## src/rtl/irqh_pkg.sv

```systemverilog
package irqh_pkg;
  localparam int ADDR_W = 3;

  typedef enum logic [ADDR_W-1:0] {
    RA_GLB   = 3'd0,
    RA_MSK_A = 3'd1,
    RA_MSK_B = 3'd2,
    RA_STS_A = 3'd3,
    RA_STS_B = 3'd4
  } reg_addr_e;
endpackage

```

## src/rtl/irqh_sync2.sv

```systemverilog
module irqh_sync2 #(
  parameter logic RST_VAL = 1'b0
) (
  input  logic clk,
  input  logic rst_n,
  input  logic d_i,
  output logic q_o
);
  logic meta_q;

  always_ff @(posedge clk) begin
    if (!rst_n) begin
      meta_q <= RST_VAL;
      q_o    <= RST_VAL;
    end else begin
      meta_q <= d_i;
      q_o    <= meta_q;
    end
  end
endmodule

```

## src/rtl/irqh_lock_mon.sv

```systemverilog
module irqh_lock_mon (
  input  logic clk,
  input  logic rst_n,
  input  logic lock_i,
  output logic loss_o
);
  logic lock_s;
  logic lock_prev;

  irqh_sync2 #(.RST_VAL(1'b0)) u_sync (
    .clk   (clk),
    .rst_n (rst_n),
    .d_i   (lock_i),
    .q_o   (lock_s)
  );

  always_ff @(posedge clk) begin
    if (!rst_n) lock_prev <= 1'b0;
    else        lock_prev <= lock_s;
  end

  // falling edge of the synchronized lock level
  assign loss_o = lock_prev & ~lock_s;

  AST_LOSS_ONE_SHOT: assert property (@(posedge clk) disable iff (!rst_n)
    loss_o |=> !loss_o);
endmodule

```

## src/rtl/irqh_stat_reg.sv

```systemverilog
module irqh_stat_reg #(
  parameter int         W       = 8,
  parameter logic [W-1:0] IMPL    = '1,
  parameter logic [W-1:0] RST_VAL = '0
) (
  input  logic         clk,
  input  logic         rst_n,
  input  logic [W-1:0] set_i,
  input  logic [W-1:0] clr_i,
  output logic [W-1:0] q_o
);
  for (genvar i = 0; i < W; i++) begin : g_bit
    if (IMPL[i]) begin : g_impl
      logic bit_q;
      always_ff @(posedge clk) begin
        if (!rst_n) bit_q <= RST_VAL[i];
        else        bit_q <= set_i[i] | (bit_q & ~clr_i[i]);
      end
      assign q_o[i] = bit_q;
    end else begin : g_none
      assign q_o[i] = 1'b0;
    end
  end

  AST_STICKY_W1C: assert property (@(posedge clk) disable iff (!rst_n)
    $past(rst_n) |-> ((($past(q_o) & ~$past(clr_i)) & ~q_o) == '0));
  AST_SET_BEATS_CLR: assert property (@(posedge clk) disable iff (!rst_n)
    $past(rst_n) |-> (($past(set_i) & IMPL & ~q_o) == '0));
endmodule

```

## src/rtl/evt_irq_hub.sv

```systemverilog
module evt_irq_hub #(
  parameter int REG_W = 8,
  parameter int EVT_W = 6
) (
  input  logic                       clk,
  input  logic                       rst_n,
  input  logic                       reg_we,
  input  logic [irqh_pkg::ADDR_W-1:0] reg_addr,
  input  logic [REG_W-1:0]           reg_wdata,
  output logic [REG_W-1:0]           reg_rdata,
  input  logic [EVT_W-1:0]           ch_a_evt,
  input  logic [EVT_W-1:0]           ch_b_evt,
  input  logic                       pll_lock,
  output logic                       irq_oe,
  output logic                       irq_o
);
  import irqh_pkg::*;

  localparam int EVT_LSB = REG_W - EVT_W;
  localparam logic [REG_W-1:0] IMPL_A = {{EVT_W{1'b1}}, {(EVT_LSB-1){1'b0}}, 1'b1};
  localparam logic [REG_W-1:0] IMPL_B = {{EVT_W{1'b1}}, {EVT_LSB{1'b0}}};
  localparam logic [REG_W-1:0] RST_A  = {{(REG_W-1){1'b0}}, 1'b1};

  logic             lock_loss;
  logic [REG_W-1:0] set_a, set_b, clr_a, clr_b;
  logic [REG_W-1:0] sts_a, sts_b;
  logic [REG_W-1:0] msk_a, msk_b;
  logic             glb_en;

  irqh_lock_mon u_lock (
    .clk    (clk),
    .rst_n  (rst_n),
    .lock_i (pll_lock),
    .loss_o (lock_loss)
  );

  assign set_a = {ch_a_evt, {(EVT_LSB-1){1'b0}}, lock_loss};
  assign set_b = {ch_b_evt, {EVT_LSB{1'b0}}};
  assign clr_a = (reg_we && reg_addr == RA_STS_A) ? reg_wdata : '0;
  assign clr_b = (reg_we && reg_addr == RA_STS_B) ? reg_wdata : '0;

  irqh_stat_reg #(.W(REG_W), .IMPL(IMPL_A), .RST_VAL(RST_A)) u_sts_a (
    .clk (clk), .rst_n (rst_n), .set_i (set_a), .clr_i (clr_a), .q_o (sts_a)
  );

  irqh_stat_reg #(.W(REG_W), .IMPL(IMPL_B), .RST_VAL('0)) u_sts_b (
    .clk (clk), .rst_n (rst_n), .set_i (set_b), .clr_i (clr_b), .q_o (sts_b)
  );

  always_ff @(posedge clk) begin
    if (!rst_n) begin
      msk_a  <= '0;
      msk_b  <= '0;
      glb_en <= 1'b0;
    end else if (reg_we) begin
      case (reg_addr)
        RA_GLB:   glb_en <= reg_wdata[0];
        RA_MSK_A: msk_a  <= reg_wdata & IMPL_A;
        RA_MSK_B: msk_b  <= reg_wdata & IMPL_B;
        default:  ;
      endcase
    end
  end

  always_comb begin
    case (reg_addr)
      RA_GLB:   reg_rdata = {{(REG_W-1){1'b0}}, glb_en};
      RA_MSK_A: reg_rdata = msk_a;
      RA_MSK_B: reg_rdata = msk_b;
      RA_STS_A: reg_rdata = sts_a;
      RA_STS_B: reg_rdata = sts_b;
      default:  reg_rdata = '0;
    endcase
  end

  assign irq_oe = glb_en;
  assign irq_o  = glb_en & (|((sts_a & msk_a) | (sts_b & msk_b)));

  always_comb begin
    if (reg_addr == RA_STS_B)
      AST_UNIMPL_B_ZERO: assert (reg_rdata[EVT_LSB-1:0] == '0);
    if (reg_addr > RA_STS_B)
      AST_HOLE_ADDR_ZERO: assert (reg_rdata == '0);
  end

  AST_UNLOCK_NEEDS_EDGE: assert property (@(posedge clk) disable iff (!rst_n)
    $rose(sts_a[0]) |-> $past(lock_loss));
  AST_PIN_FLOATS: assert property (@(posedge clk) disable iff (!rst_n)
    (reg_we && reg_addr == RA_GLB && !reg_wdata[0]) |=> !irq_oe);
endmodule

```

## config.mk

```make
export PLATFORM = sky130hd
export DESIGN_NAME = evt_irq_hub
export DESIGN_NICKNAME = d
export VERILOG_FILES = /design/src/rtl/irqh_pkg.sv /design/src/rtl/irqh_sync2.sv /design/src/rtl/irqh_lock_mon.sv /design/src/rtl/irqh_stat_reg.sv /design/src/rtl/evt_irq_hub.sv
export SDC_FILE = /design/constraint.sdc
export NUM_CORES = 1
export LEC_CHECK = 0
export BUFFER_PORTS_ARGS = -buffer_cell sky130_fd_sc_hd__clkbuf_2
export CAP_MARGIN = 10
export CORE_UTILIZATION = 50
export DETAILED_ROUTE_END_ITERATION = 10
export PLACE_DENSITY = 0.87
export SLEW_MARGIN = 20
export SYNTH_ARGS = -nofsm -noshare
export SYNTH_HDL_FRONTEND = slang
export SYNTH_SLANG_ARGS = --single-unit
```

## constraint.sdc

```tcl
create_clock -name clk -period 1.38 [get_ports clk]
set_clock_uncertainty 0.05 [all_clocks]
set_input_delay 0.138 -clock clk [delete_from_list [all_inputs] [get_ports clk]]
set_output_delay 0.138 -clock clk [all_outputs]
set_load 0.03 [all_outputs]
```

==> metrics.cfg, run 1 <==
[timing]
grt_setup_unrepaired=true
drv_slew=0
finalSetupTns_ns=-0.4404
period_needed_ns=1.716
setup_viol=6
hold_viol=0
fmax_ghz=0.5826
setup_ws_ns=-0.3364
timing.final.crit_share=1.244

[critical_path]
crit_type=reg2out
slowest_delay_ns=0.38
worst_ep_arrival_time_ns=1.53
slowest_stage=a222oi_1
setup.worst_path.end_class=output port
worstSetupStartpointType=flop
cp.required_ns=1.19
path_cells=a222oi_1 > nand3_1 > o21a_1 > clkbuf_8
reg2reg_depth=3
crit_fanout=2

[global_routing]
top_usage_layer=met2
use_met1=0.3077
grt_max_degree=31
grt_pass1_vias=1309
met2_usage=0.4010
grtUsageTotal=0.2520
grt_first_pass_wirelength_um=6030
met3_usage=0.06323
grt_overflow=0
antenna_found_initial=0

[run]
max-cap-violations=0

[floorplan]
boundaryPins=37
die_h_um=55.23
coreArea_um2=2567
rows=18
die_area_um2=3050
fp.dieW_um=55.23
start_util=0.5517

[route]
num_vias=1362
via_per_inst=6.027
initialDrtViolationCount=53
drc=0
totalWireLength_um=3973
ant_nets=0
wl_per_cell_um=17.58
dr.pass1.iters=6

[synth]
synth_area_per_cell_um2=9.836
synth_area_um2=1416
syn_inst=144
synth_fp_nets=171
synth_ff_type=dfxtp_1
synth_seq_cells=30
async_flop_share=0
ys_warn_count=0
synth_edf_count=0
synth.distinct_cells=27
synth-seq-area-share=0.4240

[placement]
dp_hpwl_um=2367
io_buffers=34
gp_congestion=0.8441

[cts]
path_clk_slew_ns=0.09
clock-sinks=30
htreeDepth=2
clockBufferDepth=2
cts_root_buf=clkbuf_4
cts_tree=yes
cts_buffers=5
worst_skew_pair.late_latency_ns=0.31

[power]
power_density_nw_per_um2=895.8
p_leak_uw=0.0007658
ir_worst_vdd_mv=0.7802
totalPowerFinal_uw=1723

[cells_and_area]
area_growth_pct=35.78
layout.nets=223
insertedDiodeCount=0
drive_gt1_frac=0.3673

[hold_path]
hold_path_depth=3
hp-class=in2reg

[status]
failed_checks=setup timing
status=complete, but fails checks

## power by group
part | switching, uW | internal [uW]
clock | 283 | 192
sequential | 34.0 | 906
combinational | 155 | 153
## routing by layer
layer  wire length (um)  vias up
met1               1669      661
met4                 93        0
li1                   -      628
met3                242        8
met5                  0        -
met2               1967       65
## synthesized netlist by cell type, types with 2 or more instances
cell type  count  area [um2]
buf_2          2       10.01
nor2b_1       15       93.84
dfxtp_1       30       600.6
inv_1          7       26.28
and4bb_2       2       25.02
buf_4          4       30.03
nand3_1        2       10.01
a21boi_0       6       45.04
o21a_1         7       52.55
a22oi_1       12       90.09
a31oi_1        6       37.54
o21ai_0        7       35.03
o22ai_1        6       37.54
mux2i_1       20       200.2
nor2_1         2       7.510
clkbuf_1       3       11.26
and2_1         3       18.77
## sequential cells by signal, indices dropped and copies added (netlist names)
name,count
irq_oe,1
msk_a,7
msk_b,6
u_lock.lock_prev,1
u_lock.u_sync.meta_q,1
u_lock.u_sync.q_o,1
u_sts_a.g_bit.g_impl.bit_q,7
u_sts_b.g_bit.g_impl.bit_q,6
## per-stage QoR
step | setup slack (ns) | util | area [um2] | hold slack (ns) | instances
after floorplan | 0.1108 | - | 1454 | 0.1888 | 144
after global placement | -0.02615 | 0.6447 | 1655 | 0.2961 | 205
after detailed placement | -0.07383 | 0.6447 | 1655 | 0.2988 | 205
after CTS | -0.2558 | 0.7310 | 1877 | 0.001321 | 226
after global routing | -0.3693 | 0.7490 | 1923 | 0.01604 | 226
final | -0.3364 | 0.7490 | 1923 | 0.01596 | 226
## cell usage in the layout (no fill, tap or decap), types with 2 or more instances in the layout
cell           count
clkbuf_2          27
dfxtp_1           22
mux2i_1           19
nor2b_1           14
dlygate4sd3_1     13
buf_4             11
dfxtp_2            8
o21a_1             7
inv_1              7
o21ai_0            7
a22oi_1            6
o22ai_2            6
a22oi_2            6
a31oi_1            6
a21boi_0           6
clkbuf_4           5
and2_1             3
nor2_1             2
nand3_1            2
and4bb_2           2
clkbuf_1           2
clkbuf_8           2
## repair_timing
item / 4_1_cts / 5_1_grt
hold endpoints to repair: 12 / 0
setup buffers: 1 / 0
gates resized for setup: 12 / 23
setup endpoints to repair: 8 / 8
hold buffers: 13 / 0
pin swaps: 3 / 2
## worst max-delay path: cells and delay by family, from the launching register on
family                 cells  cell delay (ns)
buffers and inverters      1             0.16
and+or+nand+nor            1             0.14
AOI/OAI and AO/OA          2             0.59
DFF                        1             0.33
## final timing paths
path | slack (ns) | from | endpoint
min | 0.02 | ch_a_evt[1] | u_sts_a.g_bit[3].g_impl.bit_q$_SDFF_PN0_
max | -0.34 | msk_a[2]$_SDFFE_PN0P_ | irq_o
max reg2reg | 0.08 | u_sts_a.g_bit[5].g_impl.bit_q$_SDFF_PN0_ | u_sts_a.g_bit[5].g_impl.bit_q$_SDFF_PN0_
min reg2reg | 0.39 | u_lock.u_sync.meta_q$_SDFF_PN0_ | u_lock.u_sync.q_o$_SDFF_PN0_
## cell type report
cell class / count / area, um2
inverter: 7 / 26.28
timing repair buffer: 54 / 386.6
sequential: 30 / 610.6
tap: 30 / 37.54
fill: 189 / 644.4
multi-input combinational: 98 / 817.0
clock buffer: 7 / 45.04
## logic make-up after synthesis
group,synth area share
mux,0.1493
flops,0.4240
compound gates,0.2226
buf+inv,0.05477
simple gates,0.1466
other cells,0.002648
Note: power is estimated with default switching activity, not from simulation.
==> inputs of run 2 (changes only) <==
Settings changed: CTS_BUF_LIST set to sky130_fd_sc_hd__clkbuf_8.
==> metrics.cfg, run 2 (same netlist as run 1, synthesis figures left out) <==
[status]
status=complete, but fails checks
failed_checks=setup timing

[global_routing]
grt_first_pass_wirelength_um=5651
grtUsageTotal=0.2390
grt_max_degree=31
antenna_found_initial=0
grt_pass1_vias=1184
grt_overflow=0

[critical_path]
crit_type=reg2out
worstSetupStartpointType=flop
setup.worst_path.end_class=output port
cp.required_ns=1.19
path_cells=a222oi_1 > nand3_1 > o21a_1 > clkbuf_8
crit_fanout=2
reg2reg_from=u_sts_b.g_bit[7].g_impl.bit_q$_SDFF_PN0_
crit_family=compound AO/OA/AOI/OAI gates
slowest_stage=a222oi_1
slowest_delay_ns=0.33
crit_path_start=msk_a[2]$_SDFFE_PN0P_
critPathBufInv=1
worst_ep_arrival_time_ns=1.41

[cts]
clockBufferDepth=2
path_clk_slew_ns=0.06
cts_root_buf=clkbuf_8
cts_buffers=5
clock-sinks=30
worst_skew_pair.late_latency_ns=0.28
cts_tree=yes
htreeDepth=2

[floorplan]
coreArea_um2=2567
fp.dieW_um=55.23
die_h_um=55.23
start_util=0.5517
boundaryPins=37
rows=18
die_area_um2=3050

[run]
max-cap-violations=0

[route]
ant_nets=0
initialDrtViolationCount=25
drc=0
dr.pass1.iters=4
wl_per_cell_um=16.21
totalWireLength_um=3452
num_vias=1241
via_per_inst=5.826

[placement]
dp_slack_ns=-0.07383
placed_cell_area_um2=1655
io_buffers=34
gp_congestion=0.8441
dp_hpwl_um=2367

[cells_and_area]
stdcell_area_um2=1785
regArea_um2=608.1
final_cell_mix=clkbuf_2, dfxtp_1, mux2i_1, nor2b_1, a22oi_1
area_growth_pct=26.06
n_fill_cell=225
multi_input_area_um2=792.0
layout.nets=210
insertedDiodeCount=0
top_regs=msk_a: 7 flops, u_sts_a.g_bit.g_impl.bit_q: 7 flops
final_common_cell=clkbuf_2
drive_gt1_frac=0.3607

[timing]
finalSetupTns_ns=-0.2448
hold-worst-slack_ns=0.009923
grt_setup_unrepaired=true
period_needed_ns=1.601
hold_viol=0
timing.final.crit_share=1.160
drv_slew=0
fmax_ghz=0.6248
setup_ws_ns=-0.2206
setup_viol=2

[hold_path]
hp-class=in2reg
hold_start=pll_lock

[power]
power_density_nw_per_um2=1032
p_leak_uw=0.0007218
ir_worst_vdd_mv=0.8925

-- run 2: cell types whose count changed in the layout (fill, tap and decap cells not counted), sizes merged --
cell         previous run  this run
buf                    12        10
dlygate4sd3            13         0
inv                     7         9
-- run 2: final timing paths --
path / to / cells past startpoint / slack [ns]
worst max-delay path: irq_o / 4 / -0.22
worst max register to register: u_sts_b.g_bit[7].g_impl.bit_q$_SDFF_PN0_ / 2 / 0.56
worst min register to register: u_lock.u_sync.q_o$_SDFF_PN0_ / 1 / 0.38
worst min-delay path: u_lock.u_sync.meta_q$_SDFF_PN0_ / 2 / 0.01
-- run 2: power breakdown --
| group | switching [uW] | internal (uW) | leakage, uW |
|---|---|---|---|
| clock network | 311 | 331 | 0.0000466 |
| logic | 141 | 122 | 0.000427 |
| registers | 31.0 | 907 | 0.000248 |
| total | 483 | 1360 | 0.000722 |
-- run 2: per-layer routing --
metal  wire length, um  track usage  up-vias  share of wire
met5                 0            0        -              0
met4                48      0.09643        0          0.014
met3               208      0.06557        6          0.060
met2              1633       0.3787       46           0.47
met1              1562       0.3072      586           0.45
li1                  -            -      603              -
-- run 2: cell type report --
| cell class | count | area share |
|---|---|---|
| Multi-Input combinational cell | 98 | 0.4436 |
| Sequential cell | 30 | 0.3406 |
| Timing Repair Buffer | 41 | 0.1374 |
| Clock buffer | 5 | 0.03854 |
| Tap cell | 30 | 0.02102 |
| Inverter | 7 | 0.01472 |
| Clock inverter | 2 | 0.004205 |
-- run 2: per-stage QoR --
stage	total power, uW	util	std cells
2_1_floorplan	1106	-	144
3_3_place_gp	1189	0.6447	205
3_5_place_dp	1201	0.6447	205
4_1_cts	1845	0.6862	213
5_1_grt	1915	0.6954	213
6_report	1843	0.6954	213
-- run 2: repair_timing --
| action | in CTS | in global routing |
|---|---|---|
| pin swaps | 3 | 2 |
| setup endpoints to repair | 8 | 5 |
| buffers inserted | 1 | 0 |
| resized for setup | 8 | 15 |
| hold buffers | 0 | 0 |
==> inputs of run 3 (changes only) <==
Settings changed: SKIP_CTS_REPAIR_TIMING set to 1.
==> metrics.cfg, run 3 (same netlist as run 1, synthesis figures left out) <==
[cells_and_area]
top_regs=msk_a: 7 flops, u_sts_a.g_bit.g_impl.bit_q: 7 flops
regArea_um2=606.8
n_fill_cell=225
multi_input_area_um2=792.0
area_growth_pct=24.82
final_common_cell=clkbuf_2
drive_gt1_frac=0.3516
insertedDiodeCount=0
layout.cells.non_filler=212
fin_util=0.6886
layout.nets=209
final_cell_mix=clkbuf_2, dfxtp_1, mux2i_1, nor2b_1, a22oi_1

[route]
initialDrtViolationCount=40
num_vias=1250
wl_per_cell_um=16.03
ant_nets=0
via_per_inst=5.896
totalWireLength_um=3399
dr.pass1.iters=4
drc=0

[power]
p_leak_uw=0.0007142
totalPowerFinal_uw=1834
power_density_nw_per_um2=1037
ir_worst_vdd_mv=0.8914

[floorplan]
rows=18
die_h_um=55.23
start_util=0.5517
fp.dieW_um=55.23
die_area_um2=3050
coreArea_um2=2567
boundaryPins=37

[global_routing]
grt_pass1_vias=1173
grt_overflow=0
grt_first_pass_wirelength_um=5575
grtUsageTotal=0.2350
antenna_found_initial=0
grt_max_degree=31

[critical_path]
slowest_stage=dfxtp_2
crit_type=reg2out
cp.required_ns=1.19
slowest_delay_ns=0.33
crit_family=compound AO/OA/AOI/OAI gates
critPathBufInv=1
crit_fanout=3
worst_ep_arrival_time_ns=1.39
worstSetupStartpointType=flop
path_cells=a222oi_1 > nand3_1 > o21a_1 > buf_6
setup.worst_path.end_class=output port

[cts]
clock-sinks=30
htreeDepth=2
clockBufferDepth=2
worst_skew_pair.late_latency_ns=0.28
cts_tree=yes
cts_root_buf=clkbuf_8
path_clk_slew_ns=0.06
cts_buffers=5

[placement]
dp_hpwl_um=2367
placed_cells=205
io_buffers=34
dp_slack_ns=-0.07383
gp_congestion=0.8441

[timing]
fmax_ghz=0.6344
hold-worst-slack_ns=0.01166
setup_ws_ns=-0.1962
drv_slew=0
timing.final.crit_share=1.142
period_needed_ns=1.576
hold_viol=0
setup_viol=2
grt_setup_unrepaired=true

[run]
max-cap-violations=0

[hold_path]
hp-class=in2reg

[status]
status=complete, but fails checks
failed_checks=setup timing

run 3: path summary, 6_finish.rpt:
check                                                              start                                  endpoint  slack, ns  depth (start not counted)
worst max register to register  u_sts_b.g_bit[3].g_impl.bit_q$_SDFF_PN0_  u_sts_b.g_bit[3].g_impl.bit_q$_SDFF_PN0_       0.53                          2
worst min register to register           u_lock.u_sync.meta_q$_SDFF_PN0_              u_lock.u_sync.q_o$_SDFF_PN0_       0.38                          1
worst max-delay path                               msk_a[2]$_SDFFE_PN0P_                                     irq_o      -0.20                          4
worst min-delay path                                            pll_lock           u_lock.u_sync.meta_q$_SDFF_PN0_       0.01                          2
run 3: area by class of cell:
type                       count  area share
multi-input combinational     98      0.4480
sequential                    30      0.3432
timing repair buffer          40      0.1295
clock buffer                   5     0.03892
tap                           30     0.02123
inverter                       7     0.01486
clock inverter                 2    0.004246
run 3: metrics by stage:
stage | setup TNS [ns] | instance area (um2)
2_1_floorplan | 0 | 1454
3_3_place_gp | -0.09687 | 1655
3_5_place_dp | -0.2383 | 1655
4_1_cts | -0.6462 | 1732
5_1_grt | -0.2800 | 1768
6_report | -0.2171 | 1768
run 3: power breakdown:
part           switching, uW  leakage [uW]  internal, uW  total [uW]
logic                    140      0.000419           120         259
clock network            306     0.0000466           331         637
registers               30.7      0.000248           906         937
run 3: layer usage:
metal	GRT usage	share of wire
met1	0.3028	0.43
met2	0.3666	0.48
met3	0.06557	0.071
met4	0.1036	0.015
met5	0	0
run 3: worst register-to-register path, stage by stage (launching register included):
cell and delay [ns]:
dfxtp_1 0.39, a21boi_0 0.23, o21a_1 0.13
